File: config.mk
export PLATFORM = sky130hd
export DESIGN_NAME = sio_cfg_port
export DESIGN_NICKNAME = d
export VERILOG_FILES = /design/src/rtl/sio_cfg_pkg.sv /design/src/rtl/sio_strap_rom.sv /design/src/rtl/sio_index_ctrl.sv /design/src/rtl/sio_cfg_regfile.sv /design/src/rtl/sio_cfg_port.sv
export SDC_FILE = /design/constraint.sdc
export NUM_CORES = 1
export LEC_CHECK = 0
export ABC_AREA = 1
export BUFFER_PORTS_ARGS = -buffer_cell sky130_fd_sc_hd__buf_2
export CAP_MARGIN = 20
export CORE_ASPECT_RATIO = 0.6
export CORE_UTILIZATION = 45
export DETAILED_ROUTE_END_ITERATION = 6
export GPL_ROUTABILITY_DRIVEN = 0
export MAX_ROUTING_LAYER = met4
export PLACE_DENSITY = 0.74
export SLEW_MARGIN = 0
export SYNTH_ARGS = -nofsm -noshare
export SYNTH_HDL_FRONTEND = slang
export SYNTH_SLANG_ARGS = --single-unit
File: constraint.sdc
create_clock -name clk -period 1.7 [get_ports clk]
set_input_delay 0 -clock clk [delete_from_list [all_inputs] [get_ports clk]]
set_output_delay 0 -clock clk [all_outputs]
set_load 0.02 [all_outputs]
File: src/rtl/sio_cfg_pkg.sv
package sio_cfg_pkg;
  localparam int BYTE_W   = 8;
  localparam int STRAP_W  = 5;
  localparam int NUM_REGS = 3;
  localparam int LOCK_BIT = 6;
  localparam logic [BYTE_W-1:0] CHIP_ID = 8'h88;

  // Register set, index 0 in the low byte
  typedef struct packed {
    logic [BYTE_W-1:0] power;
    logic [BYTE_W-1:0] addrsel;
    logic [BYTE_W-1:0] enable;
  } cfg_set_t;
endpackage

File: src/rtl/sio_strap_rom.sv
module sio_strap_rom
  import sio_cfg_pkg::*;
(
  input  logic [STRAP_W-1:0] strap,
  output cfg_set_t           reset_set
);
  // Address-select reset bytes, entry 0 in the low byte
  localparam logic [32*BYTE_W-1:0] ADDR_TBL = {
    8'h10, 8'h10, 8'h38, 8'h24, 8'h39, 8'h11, 8'h11, 8'h10,
    8'h24, 8'h39, 8'h11, 8'h10, 8'h00, 8'h01, 8'h01, 8'h00,
    8'h24, 8'h39, 8'h11, 8'h10, 8'h08, 8'h08, 8'h09, 8'h01,
    8'h01, 8'h00, 8'h38, 8'h24, 8'h39, 8'h11, 8'h11, 8'h10
  };

  logic [BYTE_W-1:0] en_val;

  // Enable bytes come in runs of equal value
  always_comb begin
    if (strap < 5'd6)       en_val = 8'h4F;
    else if (strap < 5'd12) en_val = 8'h4B;
    else if (strap < 5'd16) en_val = 8'h0F;
    else if (strap < 5'd20) en_val = 8'h49;
    else if (strap < 5'd24) en_val = 8'h07;
    else if (strap < 5'd30) en_val = 8'h47;
    else if (strap == 5'd30) en_val = 8'h08;
    else                    en_val = 8'h00;
  end

  always_comb begin
    reset_set.enable  = en_val;
    reset_set.addrsel = ADDR_TBL[strap*BYTE_W +: BYTE_W];
    reset_set.power   = (strap == 5'd31) ? 8'h02 : 8'h00;
  end
endmodule

File: src/rtl/sio_index_ctrl.sv
module sio_index_ctrl
  import sio_cfg_pkg::*;
(
  input  logic              clk,
  input  logic              rst,
  input  logic              idx_wr,
  input  logic              idx_rd,
  input  logic [BYTE_W-1:0] wdata,
  output logic [BYTE_W-1:0] sel_index,
  output logic              id_pending
);
  always_ff @(posedge clk) begin
    if (rst) begin
      sel_index  <= '0;
      id_pending <= 1'b1;
    end else begin
      if (idx_wr) sel_index <= wdata;
      if (idx_wr || idx_rd) id_pending <= 1'b0;
    end
  end
endmodule

File: src/rtl/sio_cfg_regfile.sv
module sio_cfg_regfile
  import sio_cfg_pkg::*;
(
  input  logic              clk,
  input  logic              rst,
  input  cfg_set_t          reset_set,
  input  logic              data_wr,
  input  logic [BYTE_W-1:0] sel_index,
  input  logic [BYTE_W-1:0] wdata,
  output cfg_set_t          cfg
);
  localparam int FLAT_W = NUM_REGS * BYTE_W;

  logic [FLAT_W-1:0] init_flat;
  logic [FLAT_W-1:0] cur_flat;
  logic              locked;

  assign init_flat = reset_set;
  assign cfg       = cur_flat;
  assign locked    = cur_flat[2*BYTE_W + LOCK_BIT];

  for (genvar i = 0; i < NUM_REGS; i++) begin : g_reg
    always_ff @(posedge clk) begin
      if (rst)
        cur_flat[i*BYTE_W +: BYTE_W] <= init_flat[i*BYTE_W +: BYTE_W];
      else if (data_wr && !locked && sel_index == BYTE_W'(i))
        cur_flat[i*BYTE_W +: BYTE_W] <= wdata;
    end
  end
endmodule

File: src/rtl/sio_cfg_port.sv
module sio_cfg_port
  import sio_cfg_pkg::*;
#(
  parameter int              ADDR_W    = 16,
  parameter logic [ADDR_W-1:0] BASE_ADDR = 16'h0398
)(
  input  logic               clk,
  input  logic               rst,
  input  logic [STRAP_W-1:0] strap,
  input  logic [ADDR_W-1:0]  io_addr,
  input  logic               io_wr,
  input  logic               io_rd,
  input  logic [BYTE_W-1:0]  io_wdata,
  output logic [BYTE_W-1:0]  io_rdata,
  output logic               io_rvalid,
  output logic [BYTE_W-1:0]  cfg_enable,
  output logic [BYTE_W-1:0]  cfg_addrsel,
  output logic [BYTE_W-1:0]  cfg_power
);
  logic              hit;
  logic              idx_wr, idx_rd, data_wr, data_rd;
  logic [BYTE_W-1:0] sel_index;
  logic              id_pending;
  cfg_set_t          reset_set;
  cfg_set_t          cfg;
  logic [BYTE_W-1:0] rd_mux;

  assign hit     = (io_addr[ADDR_W-1:1] == BASE_ADDR[ADDR_W-1:1]);
  assign idx_wr  = hit && io_wr && !io_addr[0];
  assign idx_rd  = hit && io_rd && !io_addr[0];
  assign data_wr = hit && io_wr &&  io_addr[0];
  assign data_rd = hit && io_rd &&  io_addr[0];

  sio_strap_rom u_rom (
    .strap     (strap),
    .reset_set (reset_set)
  );

  sio_index_ctrl u_idx (
    .clk        (clk),
    .rst        (rst),
    .idx_wr     (idx_wr),
    .idx_rd     (idx_rd),
    .wdata      (io_wdata),
    .sel_index  (sel_index),
    .id_pending (id_pending)
  );

  sio_cfg_regfile u_regs (
    .clk       (clk),
    .rst       (rst),
    .reset_set (reset_set),
    .data_wr   (data_wr),
    .sel_index (sel_index),
    .wdata     (io_wdata),
    .cfg       (cfg)
  );

  always_comb begin
    rd_mux = '0;
    if (idx_rd) begin
      rd_mux = id_pending ? CHIP_ID : sel_index;
    end else if (data_rd) begin
      case (sel_index)
        8'd0:    rd_mux = cfg.enable;
        8'd1:    rd_mux = cfg.addrsel;
        8'd2:    rd_mux = cfg.power;
        default: rd_mux = '0;
      endcase
    end
  end

  always_ff @(posedge clk) begin
    if (rst) begin
      io_rdata  <= '0;
      io_rvalid <= 1'b0;
    end else begin
      io_rdata  <= rd_mux;
      io_rvalid <= idx_rd || data_rd;
    end
  end

  assign cfg_enable  = cfg.enable;
  assign cfg_addrsel = cfg.addrsel;
  assign cfg_power   = cfg.power;
endmodule

-- After elaboration in Yosys (flattened, before gate mapping)
Cells that the tools add are included.
- input port bits: 33
- ROM bits: 0
- output and inout bits: 33
- memory bits (writable): 0
- register bits after elaboration: 42
- logic and storage cells: 55
- memories: 0
- bits in latches: 0
- shift operators: 1
- div/mod/pow operators: 0
- muxes and demuxes: 18
- multiply operators: 0
- bitwise gates (word level): 0
- equal/unequal tests: 5
- reduce and logical (&&, ||, !) cells: 18
- add/sub/neg operators: 0
- order comparisons: 6
- operators with widths (cell ; count):
    variable part select 256 x 9 -> 8 bit (first input constant) ; 1
    two-way mux 8 bit ; 15
    case mux 8 bit (3 select lines) ; 1
    less-than comparator 5 bit (second input constant) ; 4
    == test 15 x 9 -> 1 bit (second input constant) ; 1
    == test 5 bit (second input constant) ; 2
    logical AND 1 bit ; 10
    == test 8 x 1 -> 1 bit (second input constant) ; 1
    == test 8 x 2 -> 1 bit (second input constant) ; 1
    zero test 8 bit ; 1
    nonzero test 2 bit ; 3
    less-than comparator 5 x 3 -> 1 bit (second input constant) ; 1
    less-than comparator 5 x 4 -> 1 bit (second input constant) ; 1
    two-way mux 4 bit ; 1
    zero test 1 bit ; 2
    logical OR 1 bit ; 2
    two-way mux 2 bit ; 1

-- Longest topological paths before layout
- depth in word-level cells: 9
- gate-level depth with buffers: 9

-- Cells and area by module
From an unflattened synthesis, not the netlist that was laid out.
- cell total of the unflattened synthesis: 352
- area, all modules: 2658.8 um^2
- by module, submodules not included (module ; instances ; area an instance (um^2) ; sequential area each (um^2) ; cells an instance):
    sio_cfg_regfile ; 1 ; 1132.3 ; 720.7 ; 106
    sio_cfg_port ; 1 ; 729.4 ; 180.2 ; 111
    sio_strap_rom ; 1 ; 420.4 ; 0.0 ; 80
    sio_index_ctrl ; 1 ; 376.6 ; 180.2 ; 55

-- Least setup slack after synthesis
OpenSTA, ideal clock, no wires.
- kind: reg-to-reg
- from: register u_idx.sel_index[5]
- to: register u_regs.cur_flat[16] (netlist: u_regs.cfg[16]) (enable)
- setup time: 0.374 ns
- data required time: 1.326 ns
- path slack: 0.078 ns
- stages on the path, launching flop included: 7
- arrival time: 1.248 ns
- period minus slack after synthesis: 1.622 ns
- buffers on the path: 1
- path through: dfxtp_1 -> nor2_1 -> nand2_1 -> inv_2 -> buf_4 -> nand2_1 -> o21ai_1
- word-level cells in the longest chain between the ends: 3
- RTL lines (element ; RTL line ; text):
    start: declaration ; sio_index_ctrl.sv:9 ; output logic [BYTE_W-1:0] sel_index,
    start signal: assignment ; sio_index_ctrl.sv:17 ; if (idx_wr) sel_index <= wdata;
    == test 8 x 2 -> 1 bit ; sio_cfg_regfile.sv:26 ; else if (data_wr && !locked && sel_index == BYTE_W'(i))
    logical AND 1 bit ; sio_cfg_regfile.sv:26 ;
    nonzero test 2 bit (no line) ; n/a ;
    end signal: indexed assignment ; sio_cfg_regfile.sv:25 ; cur_flat[i*BYTE_W +: BYTE_W] <= init_flat[i*BYTE_W +: BYTE_W];
    end signal: indexed assignment ; sio_cfg_regfile.sv:27 ; cur_flat[i*BYTE_W +: BYTE_W] <= wdata;
    end: declaration ; sio_cfg_regfile.sv:15 ; logic [FLAT_W-1:0] cur_flat;
No other way between the ends.
A chain may end at the register's enable or synchronous reset.

-- Final worst setup path
- from: register u_idx.sel_index[7]
- to: register u_regs.cur_flat[4] (netlist: u_regs.cfg[4]) (enable)
- word-level cells in the longest chain between the ends: 3
- RTL lines (element ; RTL line):
    zero test 8 bit ; sio_cfg_regfile.sv:26
    logical AND 1 bit ; sio_cfg_regfile.sv:26
    nonzero test 2 bit (no line) ; n/a
No other way between the ends.

==> reports/results.txt <==
Status = finished, final reports clean
Setup_tns = 0 ns
Crit path buffers/inverters = 1
Worst-path clk slew = 0.08 ns
RSZ-0062 raised after global routing = false
Leakage = 1.27 nW
Post-Syn Instances = 279
Total power = 0.00217 W
DRT antenna net count = 0
Port-buffer cells = 65
Area of the multi-input gates = 965 um^2
Initial antenna violation count = 0
Seq/Total Area, Yosys = 48.8%
Post-synth ARST share = 0%
Slew Limit Fails = 0
WL per Instance = 14.4 um
WL final = 6070 um
F_max = 0.657 GHz
Global-route wire length before repair = 9540 um
Final Hold Viols = 0
Layout area overhead = 26.1%
Reg2reg start = u_idx.sel_index[7]
CP max-delay cell = dfxtp_1
Top cells by area, synth = edfxtp_1, dfxtp_1, nand3_1, nand2_1, nor2_1
Ys flop type = edfxtp_1
Worst EP required = 1.70 ns
R2R depth = 6
Relative slew margins = 64.0%
Yosys cell types = 29
Register bit total from synthesis = 42
Crit path max fanout = 8
Fin crit share = 89.5%
Detailed Place HPWL = 4710 um
Starting Density = 47.5%
Share of cells above drive strength 1 = 27.6%
Global Route Usage Sum = 25.4%
Critical Path Source = u_idx.sel_index[7]
Iter 0 DRT Violations = 187
Ys Warns = 0
Hold Path Class = input pin to flip-flop
Average size of a mapped cell = 7.94 um^2
WS Path Type = flip-flop to flip-flop
PwrDens = 778 nW/um^2
Row cnt = 19
R2R Setup Slk = 0.18 ns
Drt pass-1 iters = 5
CP Launch Type = flip-flop
Hold Path Depth = 3
Max-Cap Viols = 0
Grt ovf = 0
Delay of the slowest cell on the worst path = 0.35 ns
Register Area = 1080 um^2
Final setup fails = 0
Layout Nets = 395
Die width = 92.6 um
Count leader, synth = nand2_1
Post-route design area = 2790 um^2
I/O Pins = 66
Tmin final = 1.52 ns
Vias per Instance = 5.21
Worst-skew pair later-pin latency = 0.29 ns
Worst setup margin = 0.179 ns
H-tree depth = 2
Post-route DRC = 0
Cell Area, Synth = 2210 um^2
CP Cell Sequence = nor2_1, nand2_1, nor2_2, nand2_1, nand2_1, buf_4
N_diodes = 0
HP Start = io_wdata[7]
Via count = 2197
Full die area = 5220 um^2
CTS tree = built
Maximum vdd drop = 0.507 mV
Filler instances = 418
Critical path capture point type = flip-flop
Post-synth top cells = nand2_1, nor2_1, inv_1, nand3_1, edfxtp_1
Post-synth EDFFs = 24
Clock Path Buffers = 2
Worst EP arrival = 1.52 ns
Post-Syn Nets = 316
Worst-margin pin slew = 0.540 ns
Clk root buf = clkbuf_8
Largest area contributor in the netlist = edfxtp_1
Yosys top cell area share = 32.5%
Worst Hold Endpoint = u_idx.sel_index[7]
Reg2reg end = u_regs.cfg[4]
Core area = 4660 um^2
Largest net degree at the start of global routing = 26
Dpl ws = 0.0948 ns
Final core utilization = 59.9%
Clock Skew = 0.00452 ns
Die Ht = 56.3 um
DP Area = 2650 um^2
Top delay family on crit path = simple AND/OR/NAND/NOR gates
Number of global-route vias before repair = 1930
CTS buffer count = 5
Most used cell, CP = nand2_1
Clock Sinks = 42
[per-layer routing]
metal	global-route usage (%)	vias to the layer above	part of all wire, %
met1	37.1	1000	49
met3	6.64	6	9.8
met2	35.2	111	40
li1	-	1080	-
met5	-	-	0
met4	5.36	0	0.51
[worst max path at each step]
stage,endpoint,depth (start not counted)
2_1_floorplan,u_regs.cfg[16],6
6_report,u_regs.cfg[4],6
3_5_place_dp,u_regs.cfg[12],8
4_1_cts,u_regs.cfg[0],6
3_3_place_gp,u_regs.cfg[15],8
5_1_grt,u_regs.cfg[1],6
[tightest hold or removal path, cell delays in order]
cell and delay (ns):
buf_2 0.10, o21ai_0 0.09, nor2_1 0.08
[cell usage in the layout, fill, tap and decap left out, drive strengths merged]
master	netlist	final
nand4	3	3
or2	2	2
o22ai	1	1
buf	2	73
edfxtp	24	24
o21bai	1	1
a31oi	1	1
clkbuf	4	6
ha	4	4
a211oi	1	1
a21oi	14	14
dfxtp	18	18
clkinv	0	1
nand2	46	46
o31ai	1	1
o21ai	22	22
a31o	2	2
nor2	54	54
o21a	1	1
inv	37	38
nor3	4	4
nand3	37	37
dlygate4sd3	0	5
[report_power, final]
part / switching [W] / internal [W]
clock: 0.000340 / 0.000328
sequential: 0.0000314 / 0.00113
combinational: 0.000219 / 0.000120
total: 0.000590 / 0.00158
[cell families after synthesis]
family                     synth area share (%)
AOI/OAI and AO/OA                          10.8
DFF                                        48.8
adders and majority gates                  2.26
and+or+nand+nor                            30.5
buffers and inverters                      7.63
[area by class of cell]
class | count | area share, %
Tap cell | 63 | 2.82
Timing Repair Buffer | 78 | 15.6
Clock buffer | 6 | 2.96
Clock inverter | 2 | 0.403
Inverter | 37 | 4.97
Sequential cell | 42 | 38.7
Multi-Input combinational cell | 194 | 34.5
[what timing repair did]
item                                   in CTS  in global routing
setup buffers                               0                  0
endpoints found under the hold margin       5                  0
resized for setup                           0                  0
hold buffers                                5                  0
[sequential cells by signal (all words and copies together) (netlist names)]
| name | cells |
|---|---|
| u_idx.sel_index | 8 |
| io_rvalid | 1 |
| u_idx.id_pending | 1 |
| io_rdata | 8 |
| u_regs.cfg | 24 |
[metrics by stage]
stage | hold WS (ns) | instances
after floorplan | 0.167 | 279
after global placement | 0.269 | 409
after detailed placement | 0.279 | 409
after CTS | 0.00361 | 422
after global routing | 0.0217 | 422
final | 0.0168 | 422
Note: power is estimated with default switching activity, not from simulation.
